File: config.mk
export PLATFORM = sky130hd
export DESIGN_NAME = tacc_cpu
export DESIGN_NICKNAME = d
export VERILOG_FILES = /design/src/rtl/tacc_pkg.sv /design/src/rtl/tacc_regfile.sv /design/src/rtl/tacc_alu.sv /design/src/rtl/tacc_ctrl.sv /design/src/rtl/tacc_cpu.sv
export SDC_FILE = /design/constraint.sdc
export NUM_CORES = 1
export LEC_CHECK = 0
export ABC_AREA = 0
export BUFFER_PORTS_ARGS = -buffer_cell sky130_fd_sc_hd__buf_2
export CAP_MARGIN = 15
export CORE_MARGIN = 4
export CORE_UTILIZATION = 54
export DETAILED_ROUTE_END_ITERATION = 10
export PLACE_DENSITY = 0.74
export SLEW_MARGIN = 20
export SYNTH_ARGS = -nofsm -noshare
export SYNTH_HDL_FRONTEND = slang
export SYNTH_SLANG_ARGS = --single-unit
File: constraint.sdc
create_clock -name clk -period 2.95 [get_ports clk]
set_input_delay 0.885 -clock clk [delete_from_list [all_inputs] [get_ports clk]]
set_output_delay 0.885 -clock clk [all_outputs]
set_load 0.01 [all_outputs]
File: src/rtl/tacc_pkg.sv
package tacc_pkg;
  localparam int DATA_W  = 8;
  localparam int PC_W    = 8;
  localparam int REG_N   = 4;
  localparam int OPC_W   = 4;
  localparam int RSEL_W  = 2;
  localparam int IMM_W   = 8;
  localparam int INSTR_W = OPC_W + 2 * RSEL_W + IMM_W;

  typedef enum logic [OPC_W-1:0] {
    OP_MOV  = 4'h1,
    OP_INT  = 4'h2,
    OP_TEST = 4'h3,
    OP_JB   = 4'h4,
    OP_MUL  = 4'h5,
    OP_ADD  = 4'h6,
    OP_DEC  = 4'h7,
    OP_JZ   = 4'h8,
    OP_OUT  = 4'h9,
    OP_JMP  = 4'hA
  } opcode_e;

  typedef struct packed {
    logic [OPC_W-1:0]  op;
    logic [RSEL_W-1:0] rs;
    logic [RSEL_W-1:0] rd;
    logic [IMM_W-1:0]  imm;
  } instr_t;

  typedef enum logic {
    PH_FETCH = 1'b0,
    PH_EXEC  = 1'b1
  } phase_e;
endpackage

File: src/rtl/tacc_regfile.sv
module tacc_regfile #(
  parameter int DW   = 8,
  parameter int NREG = 4,
  localparam int SW  = $clog2(NREG)
) (
  input  logic          clk,
  input  logic          rst_n,
  input  logic          we,
  input  logic [SW-1:0] wsel,
  input  logic [DW-1:0] wdata,
  input  logic [SW-1:0] asel,
  output logic [DW-1:0] adata,
  input  logic [SW-1:0] bsel,
  output logic [DW-1:0] bdata
);
  logic [NREG-1:0][DW-1:0] regs_q;
  logic [NREG-1:0][DW-1:0] regs_d;

  always_comb begin
    regs_d = regs_q;
    regs_d[wsel] = wdata;
  end

  always_ff @(posedge clk or negedge rst_n) begin
    if (!rst_n) begin
      regs_q <= '0;
    end else if (we) begin
      regs_q <= regs_d;
    end
  end

  assign adata = regs_q[asel];
  assign bdata = regs_q[bsel];

  AST_IDLE_REGS_HOLD: assert property (@(posedge clk) disable iff (!rst_n)
    !we |=> $stable(regs_q));
endmodule

File: src/rtl/tacc_alu.sv
module tacc_alu
  import tacc_pkg::*;
#(
  parameter int DW = DATA_W
) (
  input  logic [OPC_W-1:0] op,
  input  logic [DW-1:0]    src,
  input  logic [DW-1:0]    dst,
  input  logic [DW-1:0]    ext_in,
  input  logic [IMM_W-1:0] imm,
  output logic [DW-1:0]    result,
  output logic             wr_en,
  output logic             z_upd,
  output logic             z_val,
  output logic             n_upd,
  output logic             n_val
);
  logic [DW-1:0] sq_lo;

  always_comb begin
    sq_lo  = src * src;
    result = '0;
    wr_en  = 1'b0;
    z_upd  = 1'b0;
    n_upd  = 1'b0;
    n_val  = src[DW-1];
    case (op)
      OP_MOV:  begin result = DW'(imm);           wr_en = 1'b1; end
      OP_INT:  begin result = ext_in;             wr_en = 1'b1; end
      OP_MUL:  begin result = sq_lo;              wr_en = 1'b1; z_upd = 1'b1; end
      OP_ADD:  begin result = dst + src;          wr_en = 1'b1; z_upd = 1'b1; end
      OP_DEC:  begin result = dst - DW'(1);       wr_en = 1'b1; z_upd = 1'b1; end
      OP_TEST: begin result = src;                z_upd = 1'b1; n_upd = 1'b1; end
      default: begin result = '0; end
    endcase
    z_val = (result == '0);
  end
endmodule

File: src/rtl/tacc_ctrl.sv
module tacc_ctrl
  import tacc_pkg::*;
#(
  parameter int PW = PC_W
) (
  input  logic               clk,
  input  logic               rst_n,
  input  logic [INSTR_W-1:0] fetch_word,
  input  logic               in_valid,
  input  logic               z_upd,
  input  logic               z_val,
  input  logic               n_upd,
  input  logic               n_val,
  output logic [PW-1:0]      pc,
  output instr_t             ir,
  output logic               exec_en
);
  phase_e        phase_q, phase_d;
  logic [PW-1:0] pc_q, pc_d;
  instr_t        ir_q, ir_d;
  logic          zf_q, zf_d, nf_q, nf_d;
  logic          stall, take;

  always_comb begin
    phase_d = phase_q;
    pc_d    = pc_q;
    ir_d    = ir_q;
    zf_d    = zf_q;
    nf_d    = nf_q;
    take    = 1'b0;
    stall   = (phase_q == PH_EXEC) && (ir_q.op == OP_INT) && !in_valid;
    exec_en = (phase_q == PH_EXEC) && !stall;
    if (phase_q == PH_FETCH) begin
      ir_d    = instr_t'(fetch_word);
      pc_d    = pc_q + PW'(1);
      phase_d = PH_EXEC;
    end else if (exec_en) begin
      phase_d = PH_FETCH;
      if (z_upd) zf_d = z_val;
      if (n_upd) nf_d = n_val;
      case (ir_q.op)
        OP_JMP:  take = 1'b1;
        OP_JZ:   take = zf_q;
        OP_JB:   take = nf_q;
        default: take = 1'b0;
      endcase
      if (take) pc_d = PW'(ir_q.imm);
    end
  end

  always_ff @(posedge clk or negedge rst_n) begin
    if (!rst_n) begin
      phase_q <= PH_FETCH;
      pc_q    <= '0;
      ir_q    <= '0;
      zf_q    <= 1'b0;
      nf_q    <= 1'b0;
    end else begin
      phase_q <= phase_d;
      pc_q    <= pc_d;
      ir_q    <= ir_d;
      zf_q    <= zf_d;
      nf_q    <= nf_d;
    end
  end

  assign pc = pc_q;
  assign ir = ir_q;

  AST_FETCH_STEPS_PC: assert property (@(posedge clk) disable iff (!rst_n)
    (phase_q == PH_FETCH) |=> (phase_q == PH_EXEC) && (pc_q == $past(pc_q) + PW'(1)));
  AST_INPUT_WAIT_HOLDS: assert property (@(posedge clk) disable iff (!rst_n)
    stall |=> $stable(pc_q) && (phase_q == PH_EXEC));
  AST_JUMP_LANDS: assert property (@(posedge clk) disable iff (!rst_n)
    (exec_en && ir_q.op == OP_JMP) |=> (pc_q == PW'($past(ir_q.imm))));
  AST_FLAGS_QUIET_IN_FETCH: assert property (@(posedge clk) disable iff (!rst_n)
    (phase_q == PH_FETCH) |=> $stable({zf_q, nf_q}));
endmodule

File: src/rtl/tacc_cpu.sv
module tacc_cpu
  import tacc_pkg::*;
#(
  parameter int DW   = DATA_W,
  parameter int PW   = PC_W,
  parameter int NREG = REG_N
) (
  input  logic               clk,
  input  logic               rst_n,
  output logic [PW-1:0]      imem_addr,
  input  logic [INSTR_W-1:0] imem_data,
  input  logic [DW-1:0]      in_data,
  input  logic               in_valid,
  output logic               in_ack,
  output logic [DW-1:0]      out_data,
  output logic               out_valid
);
  localparam int SW = $clog2(NREG);

  logic          rst_meta_q, rst_sync_q, rst_ni;
  instr_t        ir;
  logic          exec_en, emit;
  logic [DW-1:0] src_val, dst_val, alu_res;
  logic          alu_we, z_upd, z_val, n_upd, n_val;
  logic          out_valid_q;
  logic [DW-1:0] out_data_q;

  always_ff @(posedge clk or negedge rst_n) begin
    if (!rst_n) begin
      rst_meta_q <= 1'b0;
      rst_sync_q <= 1'b0;
    end else begin
      rst_meta_q <= 1'b1;
      rst_sync_q <= rst_meta_q;
    end
  end
  assign rst_ni = rst_sync_q;

  tacc_ctrl #(.PW(PW)) u_ctrl (
    .clk(clk), .rst_n(rst_ni), .fetch_word(imem_data), .in_valid(in_valid),
    .z_upd(z_upd), .z_val(z_val), .n_upd(n_upd), .n_val(n_val),
    .pc(imem_addr), .ir(ir), .exec_en(exec_en)
  );

  tacc_regfile #(.DW(DW), .NREG(NREG)) u_regs (
    .clk(clk), .rst_n(rst_ni), .we(exec_en && alu_we),
    .wsel(SW'(ir.rd)), .wdata(alu_res),
    .asel(SW'(ir.rs)), .adata(src_val),
    .bsel(SW'(ir.rd)), .bdata(dst_val)
  );

  tacc_alu #(.DW(DW)) u_alu (
    .op(ir.op), .src(src_val), .dst(dst_val), .ext_in(in_data), .imm(ir.imm),
    .result(alu_res), .wr_en(alu_we), .z_upd(z_upd), .z_val(z_val),
    .n_upd(n_upd), .n_val(n_val)
  );

  assign in_ack = exec_en && (ir.op == OP_INT);
  assign emit   = exec_en && (ir.op == OP_OUT);

  always_ff @(posedge clk or negedge rst_ni) begin
    if (!rst_ni) begin
      out_valid_q <= 1'b0;
    end else begin
      out_valid_q <= emit;
    end
  end

  always_ff @(posedge clk or negedge rst_ni) begin
    if (!rst_ni) begin
      out_data_q <= '0;
    end else if (emit) begin
      out_data_q <= src_val;
    end
  end

  assign out_valid = out_valid_q;
  assign out_data  = out_data_q;

  AST_OUT_SINGLE_PULSE: assert property (@(posedge clk) disable iff (!rst_ni)
    out_valid |=> !out_valid);
  AST_ACK_SINGLE_CYCLE: assert property (@(posedge clk) disable iff (!rst_ni)
    in_ack |=> !in_ack);
  AST_OUT_DATA_STEADY: assert property (@(posedge clk) disable iff (!rst_ni)
    !emit |=> $stable(out_data));
endmodule

==> out/qor.yml <==
timing.critical_path.from_type: "flip-flop"
start_util_pct: 55.7
synth_warnings: 0
post-synth-top-area-cell: "sky130_fd_sc_hd__dfrtp_1"
chipHeight_um: 100
worst_slew_margin_relative_to_its_limit_pct: 53.0
first_pass_grt_wire_length_um: 20800
cp-startpoint: "u_ctrl.ir[10]"
antenna_found_initial: 0
synth_cell_type_count: 57
clockBufferDepth: 2
initialDrtViolationCount: 399
part_of_the_yosys_area_used_for_sequential_elements_pct: 38.1
post_route_cells_drive_above_1_share_pct: 45.5
io_pins: 45
cts.reportedPaths.clkPinSlew_ns: 0.09
coreArea_um2: 8260
rsz_0062_raised_after_global_routing: "yes"
slew_viol_final: 0
run_status: "finished with violations"
gr-usage-all-layers_pct: 26.8
yosysTopAreaCellShare_pct: 38.1
flow.area_growth_from_synthesis_pct: 32.9
crit_arrival_ns: 4.85
period_minus_slack_ns: 4.54
avgViaCountPerCell: 5.99
critical_path_peak_fanout: 7
holdBufCountCts: 0
number_of_maximum_capacitance_constraint_violations: 0
avgRoutedWirePerCell_um: 19.4
routed-via-count: 4003
final_nets: 616
rows: 33
detailedRoute.firstPassIterationCount: 5
timing.critical_path.slowest_cell_delay_ns: 0.58
drc: 0
crit_chain: "mux4_2 -> and2_4 -> xor2_2 -> ha_2 -> a21o_1 -> fa_1 -> ha_1 -> inv_2 -> fa_1 -> inv_2 -> ha_4 -> a21o_1 -> a21oi_2 -> xor2_1 -> xnor2_1 -> a22o_2 -> a21oi_4 -> a32o_2"
antenna-diode-count: 0
cts_buffers: 9
postRouteAntennaNets: 0
cts_max_level: 3
ys_seq_elements: 70
largest_net_degree_at_the_start_of_global_routing: 69
fin_cells: 668
synthFlopType: "sky130_fd_sc_hd__dfrtp_1"
port-buffer-count: 44
syn_avg_cell_area_um2: 10.8
drt_wl_total_um: 13000
globalRouteOverflowTotal: 0
violated_checks: "negative setup slack"
cts_tree: "done"
worst-setup-path-type: "reg2reg"
post_syn_area_um2: 4600
floorplan.die_area_um2: 10100
hold_viol: 0
required_ns: 3.26
synth.top_cells.by_area: "sky130_fd_sc_hd__dfrtp_1, sky130_fd_sc_hd__ha_1, sky130_fd_sc_hd__mux2_2"
rr_startpoint: "u_ctrl.ir[10]"
final_min_period_over_clock_period_pct: 154
place.gp.congestion: 0.880
clock_sink_count: 70
detailed_place_hpwl_um: 8990
setup.worst_path.end_class: "flip-flop"
critPathSlowestCell: "sky130_fd_sc_hd__mux4_2"
final.setup.worst_slack_ns: -1.59
asyncSetResetFlopFracSynth_pct: 100
synth-edff-count: 0
grt_pass1_vias: 4091
worstRegToRegCells: 18
root_buffer: "sky130_fd_sc_hd__clkbuf_8"
r2r_setup_slack_ns: -1.59
post_synth_inst_count: 427
setup.worst_path.end: "u_ctrl.zf_q"
final-setup-viol-count: 29
clock_skew_ns: 0.00983
clk_latency_ns: 0.36
die_width_um: 100
fmaxAchievable_ghz: 0.220
hold_class: "reg2async"
numPlacedInstances: 640
worstReg2RegEnd: "u_ctrl.zf_q"
worst_slew_pin_slew_ns: 0.701
## flip-flops by register name, indices dropped and copies added (netlist names)
name            flops
u_ctrl.phase_q      1
u_ctrl.zf_q         1
out_data            8
out_valid           1
u_ctrl.pc           8
rst_meta_q          1
u_ctrl.ir          16
rst_ni              1
u_ctrl.nf_q         1
u_regs.regs_q      32
## cell usage in the layout (no fill, tap or decap), drive strengths merged, types with 3 or more instances in the layout
cell type / Yosys / final
inv: 21 / 24
buf: 7 / 144
a22o: 5 / 5
nor2b: 4 / 4
nand3: 7 / 7
dfrtp: 70 / 70
fa: 9 / 9
o21ai: 17 / 17
mux4: 16 / 16
xor2: 9 / 9
nand2: 23 / 23
a21oi: 44 / 44
mux2i: 11 / 11
a222oi: 4 / 4
nor3b: 4 / 4
and3: 9 / 9
nor3: 5 / 5
conb: 2 / 3
and3b: 3 / 3
clkbuf: 18 / 9
xnor2: 16 / 16
a21o: 4 / 4
and2: 12 / 12
ha: 22 / 22
nor2: 37 / 37
mux2: 24 / 24
## cells in the mapped netlist (3+ instances only)
master	count
sky130_fd_sc_hd__a21o_1	4
sky130_fd_sc_hd__a21oi_1	43
sky130_fd_sc_hd__a222oi_1	4
sky130_fd_sc_hd__a22o_1	4
sky130_fd_sc_hd__and2_1	10
sky130_fd_sc_hd__and3_1	8
sky130_fd_sc_hd__buf_6	4
sky130_fd_sc_hd__clkbuf_1	13
sky130_fd_sc_hd__clkbuf_8	5
sky130_fd_sc_hd__dfrtp_1	70
sky130_fd_sc_hd__fa_1	9
sky130_fd_sc_hd__ha_1	22
sky130_fd_sc_hd__inv_1	21
sky130_fd_sc_hd__mux2_2	24
sky130_fd_sc_hd__mux2i_1	11
sky130_fd_sc_hd__mux4_1	3
sky130_fd_sc_hd__mux4_2	12
sky130_fd_sc_hd__nand2_1	23
sky130_fd_sc_hd__nand3_1	7
sky130_fd_sc_hd__nor2_1	37
sky130_fd_sc_hd__nor2b_1	4
sky130_fd_sc_hd__nor3_1	3
sky130_fd_sc_hd__nor3b_1	4
sky130_fd_sc_hd__o21ai_0	17
sky130_fd_sc_hd__xnor2_1	16
sky130_fd_sc_hd__xor2_1	9
## logic make-up after synthesis
| logic type | synth area share (%) |
|---|---|
| fa+ha+maj | 9.91 |
| buf+inv | 5.53 |
| simple gates | 13.2 |
| compound gates | 11.9 |
| xor+xnor | 4.76 |
| other cells | 0.163 |
| flops | 38.1 |
| mux | 16.4 |
## area by class of cell
type	instances	area [µm²]
inverter	21	81.3
multi-input combinational	312	2860
clock buffer	9	124
clock inverter	7	105
tap	105	131
sequential	70	1750
fill	554	2150
timing repair buffer	144	1050
## repair_timing
item / 4_1_cts / 5_1_grt
endpoints found under the hold margin: 0 / 0
setup endpoints to repair: 29 / 29
resized for setup: 34 / 23
setup buffers: 12 / 4
pin swaps: 15 / 13
## stage by stage
stage	util [%]	setup WS, ns	hold slack, ns	setup TNS [ns]	instance area, µm²
global placement	67.1	-1.53	0.302	-27.32	5540
finish	74.0	-1.59	0.289	-28.42	6110
CTS	72.5	-1.59	0.279	-27.10	5990
global route	74.0	-1.76	0.275	-31.65	6110
floorplan	-	-1.45	0.331	-16.37	4680
detailed placement	67.1	-1.67	0.304	-30.54	5540
## worst max-delay path, delay by kind of cell (launching register included)
family	cells	cell delay, ns
DFF	1	0.48
and+or+nand+nor	1	0.18
adders and majority gates	5	1.63
xor gates and xnor gates	3	0.40
buffers and inverters	2	0.09
muxes	1	0.58
AOI/OAI and AO/OA	6	1.12
## routing by layer
layer / wire, µm / GRT usage (%) / part of all wire (%)
met5: 0 / 0 / 0
met4: 388 / 10.9 / 3.0
met3: 942 / 4.66 / 7.3
met2: 6320 / 42.9 / 49
met1: 5310 / 36.3 / 41
## worst min path at each step
| stage | to | slack [ns] | start | cells after the start |
|---|---|---|---|---|
| 2_1_floorplan | rst_ni | 0.33 | rst_meta_q | 0 |
| 3_3_place_gp | u_ctrl.ir[0] | 0.30 | rst_ni | 1 |
| 3_5_place_dp | u_ctrl.pc[1] | 0.30 | rst_ni | 1 |
| 4_1_cts | rst_ni | 0.28 | rst_n | 1 |
| 5_1_grt | rst_ni | 0.27 | rst_n | 1 |
| 6_report | u_ctrl.ir[0] | 0.29 | rst_ni | 1 |
Power is left out: the tool's default activity adds up to more than one toggle a clock period on the data nets, which glitch-free logic cannot reach.
